==> src/rtl/hdlc_af_pkg.sv <==
package hdlc_af_pkg;
  localparam int unsigned BYTE_W = 8;

  typedef struct packed {
    logic              sof;
    logic              eof;
    logic [BYTE_W-1:0] data;
  } af_beat_t;

  typedef enum logic [1:0] {
    ST_IDLE,
    ST_PEND,
    ST_ACC,
    ST_REJ
  } af_state_e;
endpackage

==> src/rtl/hdlc_af_match.sv <==
module hdlc_af_match
  import hdlc_af_pkg::*;
(
  input  logic [3:0]          en_i,
  input  logic [2*BYTE_W-1:0] sta_i,
  input  logic [2*BYTE_W-1:0] bc_i,
  input  logic [BYTE_W-1:0]   byte0_i,
  input  logic [BYTE_W-1:0]   byte1_i,
  input  logic                have1_i,
  output logic                accept_o
);
  logic sta_on, bc_on, sta_ok, bc_ok, short_frame;

  always_comb begin
    sta_on      = en_i[0] | en_i[1];
    bc_on       = en_i[2] | en_i[3];
    sta_ok      = (!en_i[0] || byte0_i == sta_i[BYTE_W-1:0]) &&
                  (!en_i[1] || (have1_i && byte1_i == sta_i[2*BYTE_W-1:BYTE_W]));
    bc_ok       = (!en_i[2] || byte0_i == bc_i[BYTE_W-1:0]) &&
                  (!en_i[3] || (have1_i && byte1_i == bc_i[2*BYTE_W-1:BYTE_W]));
    short_frame = (en_i[1] | en_i[3]) & ~have1_i;
    accept_o    = !short_frame &&
                  ((en_i == 4'b0000) || (sta_on && sta_ok) || (bc_on && bc_ok));
  end
endmodule

==> src/rtl/hdlc_af_fifo.sv <==
module hdlc_af_fifo
  import hdlc_af_pkg::*;
#(
  parameter int unsigned DEPTH = 4
) (
  input  logic     clk_i,
  input  logic     rst_ni,
  input  logic     push_i,
  input  af_beat_t beat_i,
  input  logic     commit_i,
  input  logic     rewind_i,
  output logic     valid_o,
  output af_beat_t beat_o,
  output logic     full_o
);
  localparam int unsigned AW = (DEPTH > 1) ? $clog2(DEPTH) : 1;
  localparam int unsigned PW = AW + 1;

  af_beat_t mem_q [DEPTH];
  logic [PW-1:0] wr_q, cmt_q, rd_q, wr_inc;
  logic store;

  assign store   = push_i & ~rewind_i;
  assign wr_inc  = wr_q + PW'(1);
  assign valid_o = (rd_q != cmt_q);
  assign beat_o  = mem_q[rd_q[AW-1:0]];
  assign full_o  = ((wr_q - rd_q) == PW'(DEPTH));

  always_ff @(posedge clk_i) begin
    if (store) mem_q[wr_q[AW-1:0]] <= beat_i;
  end

  always_ff @(posedge clk_i or negedge rst_ni) begin
    if (!rst_ni) begin
      wr_q  <= '0;
      cmt_q <= '0;
      rd_q  <= '0;
    end else begin
      if (rewind_i)   wr_q <= cmt_q;
      else if (store) wr_q <= wr_inc;
      if (commit_i)   cmt_q <= store ? wr_inc : wr_q;
      if (valid_o)    rd_q <= rd_q + PW'(1);
    end
  end
endmodule

==> src/rtl/hdlc_addr_filter.sv <==
module hdlc_addr_filter
  import hdlc_af_pkg::*;
#(
  parameter int unsigned HOLD_DEPTH = 4
) (
  input  logic              clk_i,
  input  logic              rst_ni,
  input  logic              in_valid_i,
  input  logic [BYTE_W-1:0] in_data_i,
  input  logic              in_sof_i,
  input  logic              in_eof_i,
  input  logic [3:0]        match_en_i,
  input  logic [15:0]       station_addr_i,
  input  logic [15:0]       bcast_addr_i,
  output logic              out_valid_o,
  output logic [BYTE_W-1:0] out_data_o,
  output logic              out_sof_o,
  output logic              out_eof_o,
  output logic              frame_ok_o,
  output logic              frame_drop_o
);
  af_state_e state_q, state_d;
  logic [BYTE_W-1:0] b0_q;
  logic need2, decide_now, accept, frame_open;
  logic push, commit, rewind, fifo_push, fifo_full, out_vld;
  logic eof_evt, ok_d;
  af_beat_t in_beat, out_beat;

  assign need2      = match_en_i[1] | match_en_i[3];
  assign frame_open = (state_q != ST_IDLE);
  // byte0 decides alone when no second byte is compared or the frame ends there
  assign decide_now = in_sof_i ? (in_eof_i | ~need2) : (state_q == ST_PEND);

  hdlc_af_match u_match (
    .en_i    (match_en_i),
    .sta_i   (station_addr_i),
    .bc_i    (bcast_addr_i),
    .byte0_i (in_sof_i ? in_data_i : b0_q),
    .byte1_i (in_data_i),
    .have1_i (~in_sof_i),
    .accept_o(accept)
  );

  always_comb begin
    push    = in_valid_i & (in_sof_i | state_q == ST_PEND | state_q == ST_ACC);
    commit  = in_valid_i & ((decide_now & accept) | (~in_sof_i & state_q == ST_ACC));
    rewind  = in_valid_i & decide_now & ~accept;
    eof_evt = in_valid_i & in_eof_i & (in_sof_i | frame_open);
    ok_d    = decide_now ? accept : (state_q == ST_ACC);
    state_d = state_q;
    if (in_valid_i && (in_sof_i || frame_open)) begin
      if (in_eof_i)        state_d = ST_IDLE;
      else if (decide_now) state_d = accept ? ST_ACC : ST_REJ;
      else if (in_sof_i)   state_d = ST_PEND;
    end
  end

  assign fifo_push = push & ~rewind;
  assign in_beat   = '{sof: in_sof_i, eof: in_eof_i, data: in_data_i};

  hdlc_af_fifo #(.DEPTH(HOLD_DEPTH)) u_fifo (
    .clk_i   (clk_i),
    .rst_ni  (rst_ni),
    .push_i  (push),
    .beat_i  (in_beat),
    .commit_i(commit),
    .rewind_i(rewind),
    .valid_o (out_vld),
    .beat_o  (out_beat),
    .full_o  (fifo_full)
  );

  assign out_valid_o = out_vld;
  assign out_data_o  = out_beat.data;
  assign out_sof_o   = out_vld & out_beat.sof;
  assign out_eof_o   = out_vld & out_beat.eof;

  always_ff @(posedge clk_i or negedge rst_ni) begin
    if (!rst_ni) begin
      state_q      <= ST_IDLE;
      b0_q         <= '0;
      frame_ok_o   <= 1'b0;
      frame_drop_o <= 1'b0;
    end else begin
      state_q      <= state_d;
      if (in_valid_i && in_sof_i) b0_q <= in_data_i;
      frame_ok_o   <= eof_evt & ok_d;
      frame_drop_o <= eof_evt & ~ok_d;
    end
  end
endmodule

==> config.mk <==
export PLATFORM = sky130hd
export DESIGN_NAME = hdlc_addr_filter
export DESIGN_NICKNAME = d
export VERILOG_FILES = /design/src/rtl/hdlc_af_pkg.sv /design/src/rtl/hdlc_af_match.sv /design/src/rtl/hdlc_af_fifo.sv /design/src/rtl/hdlc_addr_filter.sv
export SDC_FILE = /design/constraint.sdc
export NUM_CORES = 1
export LEC_CHECK = 0
export BUFFER_PORTS_ARGS = -buffer_cell sky130_fd_sc_hd__buf_4
export CAP_MARGIN = 20
export CORE_ASPECT_RATIO = 0.7
export CORE_MARGIN = 3
export CORE_UTILIZATION = 45
export CTS_BUF_LIST = sky130_fd_sc_hd__clkbuf_4
export DETAILED_ROUTE_END_ITERATION = 10
export PLACE_DENSITY = 0.67
export SETUP_SLACK_MARGIN = 0.05
export SLEW_MARGIN = 20
export SYNTH_ARGS = -nofsm -noshare
export SYNTH_HDL_FRONTEND = slang
export SYNTH_HIERARCHICAL = 1
export SYNTH_SLANG_ARGS = --single-unit
==> constraint.sdc <==
create_clock -name clk_i -period 3.4 [get_ports clk_i]
set_input_delay 0.34 -clock clk_i [delete_from_list [all_inputs] [get_ports clk_i]]
set_output_delay 0.34 -clock clk_i [all_outputs]
set_load 0.02 [all_outputs]
==> summary.md <==
| Metric | Value |
|---|---|
| Status | finished clean |
| FMAX | 349 MHz |
| Hpwl dp | between 4 and 5 mm |
| Total congestion overflow | 0 |
| Slew margin rel. | between 50% and 60% |
| Final antenna diode count | 0 |
| Critical path type | reg -> reg |
| Worst skew pair latency | around 400 ps |
| Worst-Margin Slew | about 740 ps |
| Layout cells sized above 1 | between 40 and 50% |
| Min-delay worst type | in -> reg |
| Pwr/cell area | 657 nW/µm² |
| DR iter-0 viols | around 110 |
| Longest Clk Path Bufs | 2 |
| Final Hold Viols | 0 |
| Worst path required time | between 3000 and 4000 ps |
| Setup repair after global routing missed its margin | no |
| Core Footprint | ~6500 µm² |
| Vias in the first global route | 1968 |
| Die X | 105 µm |
| Max Transition Viols Final | 0 |
| Final TNS setup | 0 ps |
| Max cap viols | 0 |
| Leakage power | 1.52 nW |
| Critical Path AT | about 3000 ps |
| Tcrit/Tclk final | between 80 and 90% |
| Nets | between 300 and 400 |
| Largest net degree at the start of global routing | 22 |
| Worst r2r path cells | 10 |
| 1st-pass router iterations | 4 |
| Area post-placement | about 3700 µm² |
| Initial Util | approximately half |
| Top-level I/O count | 62 |
| CTS buffer count | 9 |
| Post-Syn Nets | roughly 270 |
| CTS tree | done |
| GPL Wtd Cong | between 0.7 and 0.8 |
| Design area | 3850 µm² |
| Setup Viol. Count Final | 0 |
| Total track usage | between 10% and 20% |
| Synth-to-Final Area Change | 23.9% |
| Setup bufs post-CTS | 0 |
| Final setup skew | between 10 and 15 ps |
| Clk sinks | 61 |
| DRC | 0 |
| Syn Area/Cell | 14.5 µm² |
| Worst VDD drop | roughly 0.33 mV |
| Post-Synthesis Cells | around 210 |
| Clock root buffer | clkbuf_4 |
| PostCTS Resize Cnt | 0 |
| First-pass GRT wire length | 10.2 mm |
| Final Critical Period | roughly 2900 ps |
| H-Tree Depth | 3 |
| Vias post-DR | about 1900 |
| Post-DR vias/cell | roughly 5 |
| Row cnt | 24 |
| Clock transition at path regs | about 110 ps |
| Die ar. | between 7000 and 8000 µm² |
| Critical Path Sink Type | flop |
| Synth Cell Area | about 3100 µm² |
| Initial antenna violation count | 0 |
| DRT Wirelength | 6.39 mm |
| Cells on Worst Hold Path | 1 |
| DR WL/cell | between 15 and 20 µm |
| IO Port Bufs | 61 |
| Die Y | between 70 and 80 µm |
| CP Launch Type | flop |
| Yosys warns | 6 |
| Antenna-violating nets left | 0 |
| Worst-path maximum fanout | 10 |
## routing by layer
layer / track usage, % / vias to the layer above / part of all wire, %
li1: - / 946 / -
met1: 25.8 / 903 / 51
met2: 24.3 / 65 / 42
met3: 4.66 / 6 / 6.7
met4: 5.53 / 0 / 0.99
met5: 0 / - / 0
## sequential cells by signal, indices dropped and copies added, names as in the netlist
register,flops
u_fifo/mem_q,40
b0_q,8
u_fifo/cmt_q,3
u_fifo/rd_q,3
u_fifo/wr_q,3
state_q,2
frame_drop_o,1
frame_ok_o,1
## report_power, final
group          leakage (nW)  internal, mW  total, mW  switching [mW]
sequential            0.615         0.932       1.09           0.160
clock                0.0740         0.231      0.492           0.260
combinational         0.833         0.518      0.945           0.427
total                  1.52          1.68       2.53           0.848
## path summary, 6_finish.rpt
kind / to / start / slack (ps)
setup / recovery: u_fifo/mem_q[1][9]$_DFFE_PP_ / b0_q[6]$_DFFE_PN0P_ / 540
hold / removal: u_fifo/mem_q[0][6]$_DFFE_PP_ / in_data_i[6] / 210
setup reg to reg: u_fifo/mem_q[1][9]$_DFFE_PP_ / b0_q[6]$_DFFE_PN0P_ / 540
hold reg to reg: b0_q[1]$_DFFE_PN0P_ / b0_q[1]$_DFFE_PN0P_ / 520
max in group asynchronous: u_fifo/cmt_q[2]$_DFFE_PN0P_ / rst_ni / 2800
min in group asynchronous: b0_q[0]$_DFFE_PN0P_ / rst_ni / 360
## layout make-up
cell class                 instances  area (µm²)
inverter                           8        30.0
sequential                        61        1730
multi-input combinational        141        1320
clock buffer                      10        75.1
tap                               91         114
clock inverter                     6        63.8
timing repair buffer              66         523
fill                             537        2600
## what timing repair did
item / CTS / global route
hold endpoints to repair: 21 / 0
hold buffers: 1 / 0
endpoints found under the setup margin: 0 / 0
## through the flow
| stage | total power [mW] | worst slack [ps] | util, % | hold slack (ps) | cells |
|---|---|---|---|---|---|
| CTS | 2.56 | 505 | 59.7 | 178 | 383 |
| finish | 2.53 | 537 | 59.7 | 205 | 383 |
| global placement | 2.06 | 258 | 57.4 | 254 | 366 |
| global route | 2.70 | 350 | 59.7 | 185 | 383 |
| detailed placement | 2.07 | 211 | 57.4 | 253 | 366 |
| floorplan | 1.74 | 368 | - | 44.4 | 214 |
## worst max-delay path, cell delays in order (launching register included)
cell and delay (ps):
dfrtp_1 390, mux2_2 290, xor2_1 160, nor4_1 290, a21boi_0 130, a211o_1 290
a21oi_2 210, nor3_1 160, and2b_1 310, and2_1 200, buf_12 140
## cells in the final DEF (no fill, tap or decap), types with 2 or more instances in the layout
| cell type | count |
|---|---|
| a211o_1 | 2 |
| a21boi_0 | 2 |
| a21oi_1 | 6 |
| and2_1 | 5 |
| buf_12 | 2 |
| buf_4 | 63 |
| clkbuf_4 | 10 |
| clkinv_4 | 2 |
| dfrtp_1 | 21 |
| edfxtp_1 | 40 |
| ha_1 | 5 |
| inv_1 | 8 |
| mux2_2 | 16 |
| mux2i_1 | 3 |
| mux4_2 | 9 |
| nand2_1 | 8 |
| nand4_1 | 4 |
| nor2_1 | 8 |
| nor3_1 | 2 |
| nor4_1 | 2 |
| o21ai_0 | 4 |
| o221ai_1 | 2 |
| xnor2_1 | 20 |
| xnor2_2 | 3 |
| xor2_1 | 18 |
(Power assumes the default switching activity.)
